===== config.mk =====
export PLATFORM = sky130hd
export DESIGN_NAME = burst_addr_gen
export DESIGN_NICKNAME = d
export VERILOG_FILES = /design/src/rtl/burst_pkg.sv /design/src/rtl/burst_seed_reg.sv /design/src/rtl/burst_beat_ctr.sv /design/src/rtl/burst_order_map.sv /design/src/rtl/burst_addr_gen.sv
export SDC_FILE = /design/constraint.sdc
export NUM_CORES = 1
export LEC_CHECK = 0
export BUFFER_PORTS_ARGS = -buffer_cell sky130_fd_sc_hd__clkbuf_2
export CAP_MARGIN = 10
export CORE_AREA = 2 2 39 41
export DETAILED_ROUTE_END_ITERATION = 16
export DIE_AREA = 0 0 41 43
export GPL_TIMING_DRIVEN = 0
export PLACE_DENSITY = 0.33
export SLEW_MARGIN = 20
export SYNTH_ARGS = -nofsm -noshare
export SYNTH_HDL_FRONTEND = slang
export SYNTH_SLANG_ARGS = --single-unit

===== constraint.sdc =====
create_clock -name clk -period 2.6 [get_ports clk]
set_clock_uncertainty 0.2 [all_clocks]
set_input_delay 0.65 -clock clk [delete_from_list [all_inputs] [get_ports clk]]
set_output_delay 0.65 -clock clk [all_outputs]
set_load 0.01 [all_outputs]

===== src/rtl/burst_pkg.sv =====
package burst_pkg;

    localparam int unsigned LOW_BITS_DEF = 2;

    typedef enum logic {
        ORDER_LINEAR = 1'b0,
        ORDER_XOR    = 1'b1
    } order_e;

    // Per-edge command decoded from enable and advance
    typedef enum logic [1:0] {
        CMD_HOLD = 2'd0,
        CMD_LOAD = 2'd1,
        CMD_STEP = 2'd2
    } burst_cmd_e;

    function automatic burst_cmd_e decode_cmd(input logic en, input logic adv);
        if (!en)
            return CMD_HOLD;
        return adv ? CMD_STEP : CMD_LOAD;
    endfunction

endpackage


===== src/rtl/burst_seed_reg.sv =====
module burst_seed_reg
    import burst_pkg::*;
#(
    parameter int unsigned W = LOW_BITS_DEF
) (
    input  logic         clk,
    input  logic         rst,
    input  burst_cmd_e   cmd,
    input  logic [W-1:0] seed,
    output logic [W-1:0] start_q
);

    always_ff @(posedge clk) begin
        if (rst)
            start_q <= '0;
        else if (cmd == CMD_LOAD)
            start_q <= seed;
    end

    // a load captures the seed
    a_r2_seed_capture: assert property (@(posedge clk) disable iff (rst)
        (cmd == CMD_LOAD) |=> (start_q == $past(seed)));

    // no change while frozen
    a_r6_start_hold: assert property (@(posedge clk) disable iff (rst)
        (cmd == CMD_HOLD) |=> $stable(start_q));

endmodule


===== src/rtl/burst_beat_ctr.sv =====
module burst_beat_ctr
    import burst_pkg::*;
#(
    parameter int unsigned W = LOW_BITS_DEF
) (
    input  logic         clk,
    input  logic         rst,
    input  burst_cmd_e   cmd,
    output logic [W-1:0] beat_q
);

    localparam logic [W-1:0] STEP = W'(1);

    logic [W-1:0] beat_d;

    always_comb begin
        unique case (cmd)
            CMD_LOAD: beat_d = '0;
            CMD_STEP: beat_d = beat_q + STEP;  // natural wrap within group
            default:  beat_d = beat_q;
        endcase
    end

    always_ff @(posedge clk) begin
        if (rst)
            beat_q <= '0;
        else
            beat_q <= beat_d;
    end

    // load restarts the beat count
    a_r7_beat_restart: assert property (@(posedge clk) disable iff (rst)
        (cmd == CMD_LOAD) |=> (beat_q == '0));

    // beat count frozen when disabled
    a_r6_beat_hold: assert property (@(posedge clk) disable iff (rst)
        (cmd == CMD_HOLD) |=> $stable(beat_q));

endmodule


===== src/rtl/burst_order_map.sv =====
module burst_order_map
    import burst_pkg::*;
#(
    parameter int unsigned W = LOW_BITS_DEF
) (
    input  order_e       order,
    input  logic [W-1:0] start,
    input  logic [W-1:0] beat,
    output logic [W-1:0] addr
);

    logic [W-1:0] xor_addr;
    logic [W-1:0] lin_addr;

    genvar i;
    generate
        for (i = 0; i < W; i++) begin : g_xor_bit
            assign xor_addr[i] = start[i] ^ beat[i];
        end
    endgenerate

    assign lin_addr = start + beat;  // drops carry: stays in the aligned group

    always_comb begin
        addr = (order == ORDER_XOR) ? xor_addr : lin_addr;
    end

endmodule


===== src/rtl/burst_addr_gen.sv =====
module burst_addr_gen
    import burst_pkg::*;
#(
    parameter int unsigned LOW_BITS = LOW_BITS_DEF
) (
    input  logic                clk,
    input  logic                rst,
    input  logic                clk_en,
    input  logic                advance,
    input  logic                interleave,
    input  logic [LOW_BITS-1:0] seed,
    output logic [LOW_BITS-1:0] low_addr
);

    localparam logic [LOW_BITS-1:0] ONE = LOW_BITS'(1);

    burst_cmd_e          cmd;
    order_e              order;
    logic [LOW_BITS-1:0] start_q;
    logic [LOW_BITS-1:0] beat_q;

    assign cmd   = decode_cmd(clk_en, advance);
    assign order = order_e'(interleave);

    burst_seed_reg #(.W(LOW_BITS)) u_seed (
        .clk     (clk),
        .rst     (rst),
        .cmd     (cmd),
        .seed    (seed),
        .start_q (start_q)
    );

    burst_beat_ctr #(.W(LOW_BITS)) u_beat (
        .clk    (clk),
        .rst    (rst),
        .cmd    (cmd),
        .beat_q (beat_q)
    );

    burst_order_map #(.W(LOW_BITS)) u_map (
        .order (order),
        .start (start_q),
        .beat  (beat_q),
        .addr  (low_addr)
    );

    // linear order moves by +1 mod group per advance
    a_r4_linear_step: assert property (@(posedge clk) disable iff (rst)
        (clk_en && advance && !interleave) |=> (low_addr == $past(low_addr) + ONE));

    // interleaved order always moves to a different address per advance
    a_r3_xor_moves: assert property (@(posedge clk) disable iff (rst)
        (clk_en && advance && interleave) |=> (low_addr != $past(low_addr)));

    // output frozen while disabled
    a_r6_out_hold: assert property (@(posedge clk) disable iff (rst)
        !clk_en |=> $stable(low_addr));

    // first address after a load is the seed itself
    a_r2_load_visible: assert property (@(posedge clk) disable iff (rst)
        (clk_en && !advance) |=> (low_addr == $past(seed)));

endmodule


==> run metrics <==
Netlist cell types 12; Yosys warnings 0; io pins 9; WHS 0.321 ns; Die Wd 41 um; Power Density 569 nW/um^2; drt total wl 420 um; setup TNS 0 ns; post_cts resized 0; Slew @ Worst Pin 0.162 ns; CTS Hold Buffers Added 0; # diodes 0; GRT Total Usage 0.0582; Chip Height 43 um; share of layout cells above drive strength 1 0.375; overall power 163 uW; number of max-cap violations 0; Worst-Skew Late Latency 0.23 ns; crit path time final 2.05 ns; synthesized area per cell 9.71 sq um; Setup Buffers After CTS 0; Avg WL per Cell 8.75 um; Reg2Reg Depth 3; cts bufs inserted 3; Post-Syn Nets 29; Final Util 0.207; number of global-route vias before repair 152; CP top delay family flip-flops; Initial Utilization 0.147; Yosys reg bits 4; Worst Path Required 1.75 ns; critical path class reg -> out; Seq/Total Area, Yosys 0.393; Worst setup EP type output port; Clock Sinks 4; Setup WS pre-CTS 0.623 ns; CP bufs+invs 1; status complete, no violations; CTS tree done; Leakage 0.143 nW; Final Cell Area 287 sq um; routed vias/inst 3.65; CTS H-Tree Depth 1; Worst EP arrival 1.20 ns; # port buffers 8; Site Rows 14; Setup violations, final 0; Residual DRC 0; most common cell after layout, fill and taps aside clkbuf_2; crit path cell chain ha_1, nor2b_1, xnor2_1, clkbuf_2; slowest cell on the critical path dfxtp_1; synthesized area 204 sq um; Area Overhead vs Synth 40.5%; placed cell count 45; Final #Nets 42; Stages on worst setup path 4; Vias 175; CP max FO 5; type of origin of the critical path register; drt pass-1 iters 4; Hold Crit Depth 2; largest net degree at the start of global routing 6; fmax 0.489 GHz; Pins Over Slew Limit 0; Hold Vio Cnt, Final 0; antenna violation net count after detailed routing 0; leading area contributor after synthesis dfxtp_1; Peak supply drop 196 uV; Post-Layout Cell Count 48; Synth Instances 21; final setup margin 0.554 ns; Final Wtd Congestion 0.659; Clk pin slew, worst setup/hold paths 0.04 ns; dpl cell area 264 sq um; fin crit share 0.787; Longest Clk Path Bufs 2; most frequent cells in the layout clkbuf_2, dfxtp_1, nor2_1, clkbuf_4; RSZ-0062 raised after global routing false; post-synth top area share 0.393; DR iter-0 viols 1; global route overflow 0; worst min path class reg -> reg; Synth area leaders dfxtp_1, mux2i_1, xnor2_1, nand2b_4, ha_1; crit-path max cell delay 0.39 ns; Die Area 1760 sq um; max_slew headroom 0.891; CTS root buf clkbuf_4; first-pass GRT wire length 593 um; initial antenna violation count 0; Core ar. 1380 sq um
## logic make-up after synthesis
kind of cell    Yosys count  synth area share
buf+inv                   1            0.0184
flops                     4             0.393
simple gates              8             0.270
xor+xnor                  2            0.0859
compound gates            3            0.0736
mux                       2            0.0982
fa+ha+maj                 1            0.0613
## sequential cells by signal, summed over array words and instances, names as in the netlist
register	cells
u_seed.start_q	2
u_beat.beat_q	2
## cell usage after synthesis (all sizes together)
| cell | count |
|---|---|
| a21oi | 2 |
| mux2i | 2 |
| nand4b | 1 |
| and3b | 1 |
| nand2b | 1 |
| xnor2 | 2 |
| inv | 1 |
| nor2 | 3 |
| o21ai | 1 |
| nor2b | 2 |
| dfxtp | 4 |
| ha | 1 |
## worst register-to-register path: stages (launching register included)
cell     delay (ns)
dfxtp_1        0.39
and3b_1        0.20
a21oi_1        0.12
nor2_1         0.05
## final cells by class
type | instances | area, sq um
Clock buffer | 3 | 22.5
Tap cell | 16 | 20.0
Fill cell | 157 | 1100
Sequential cell | 4 | 80.1
Inverter | 1 | 3.75
Timing Repair Buffer | 8 | 40.0
Multi-Input combinational cell | 16 | 120
## power breakdown
group / leakage [nW] / switching [mW] / internal (mW)
registers: 0.0327 / 0.00230 / 0.0645
logic: 0.0966 / 0.00976 / 0.0116
clock network: 0.0138 / 0.0233 / 0.0515
## per-layer routing
layer,global-route usage,up-vias,share of wire
met2,0.0813,3,0.57
li1,-,94,-
met1,0.0450,78,0.36
met3,0.0471,0,0.062
met5,0,-,0
met4,0.0600,0,0
## final timing paths
| check | slack (ns) | end | from |
|---|---|---|---|
| worst min register to register | 0.32 | u_seed.start_q[0]$_SDFFE_PP0N_ | u_seed.start_q[0]$_SDFFE_PP0N_ |
| worst max-delay path | 0.55 | low_addr[1] | u_beat.beat_q[0]$_SDFFE_PP0P_ |
| worst min-delay path | 0.32 | u_seed.start_q[0]$_SDFFE_PP0N_ | u_seed.start_q[0]$_SDFFE_PP0N_ |
| worst max register to register | 1.53 | u_beat.beat_q[0]$_SDFFE_PP0P_ | u_beat.beat_q[0]$_SDFFE_PP0P_ |
Power figures use the tool's default switching activity.
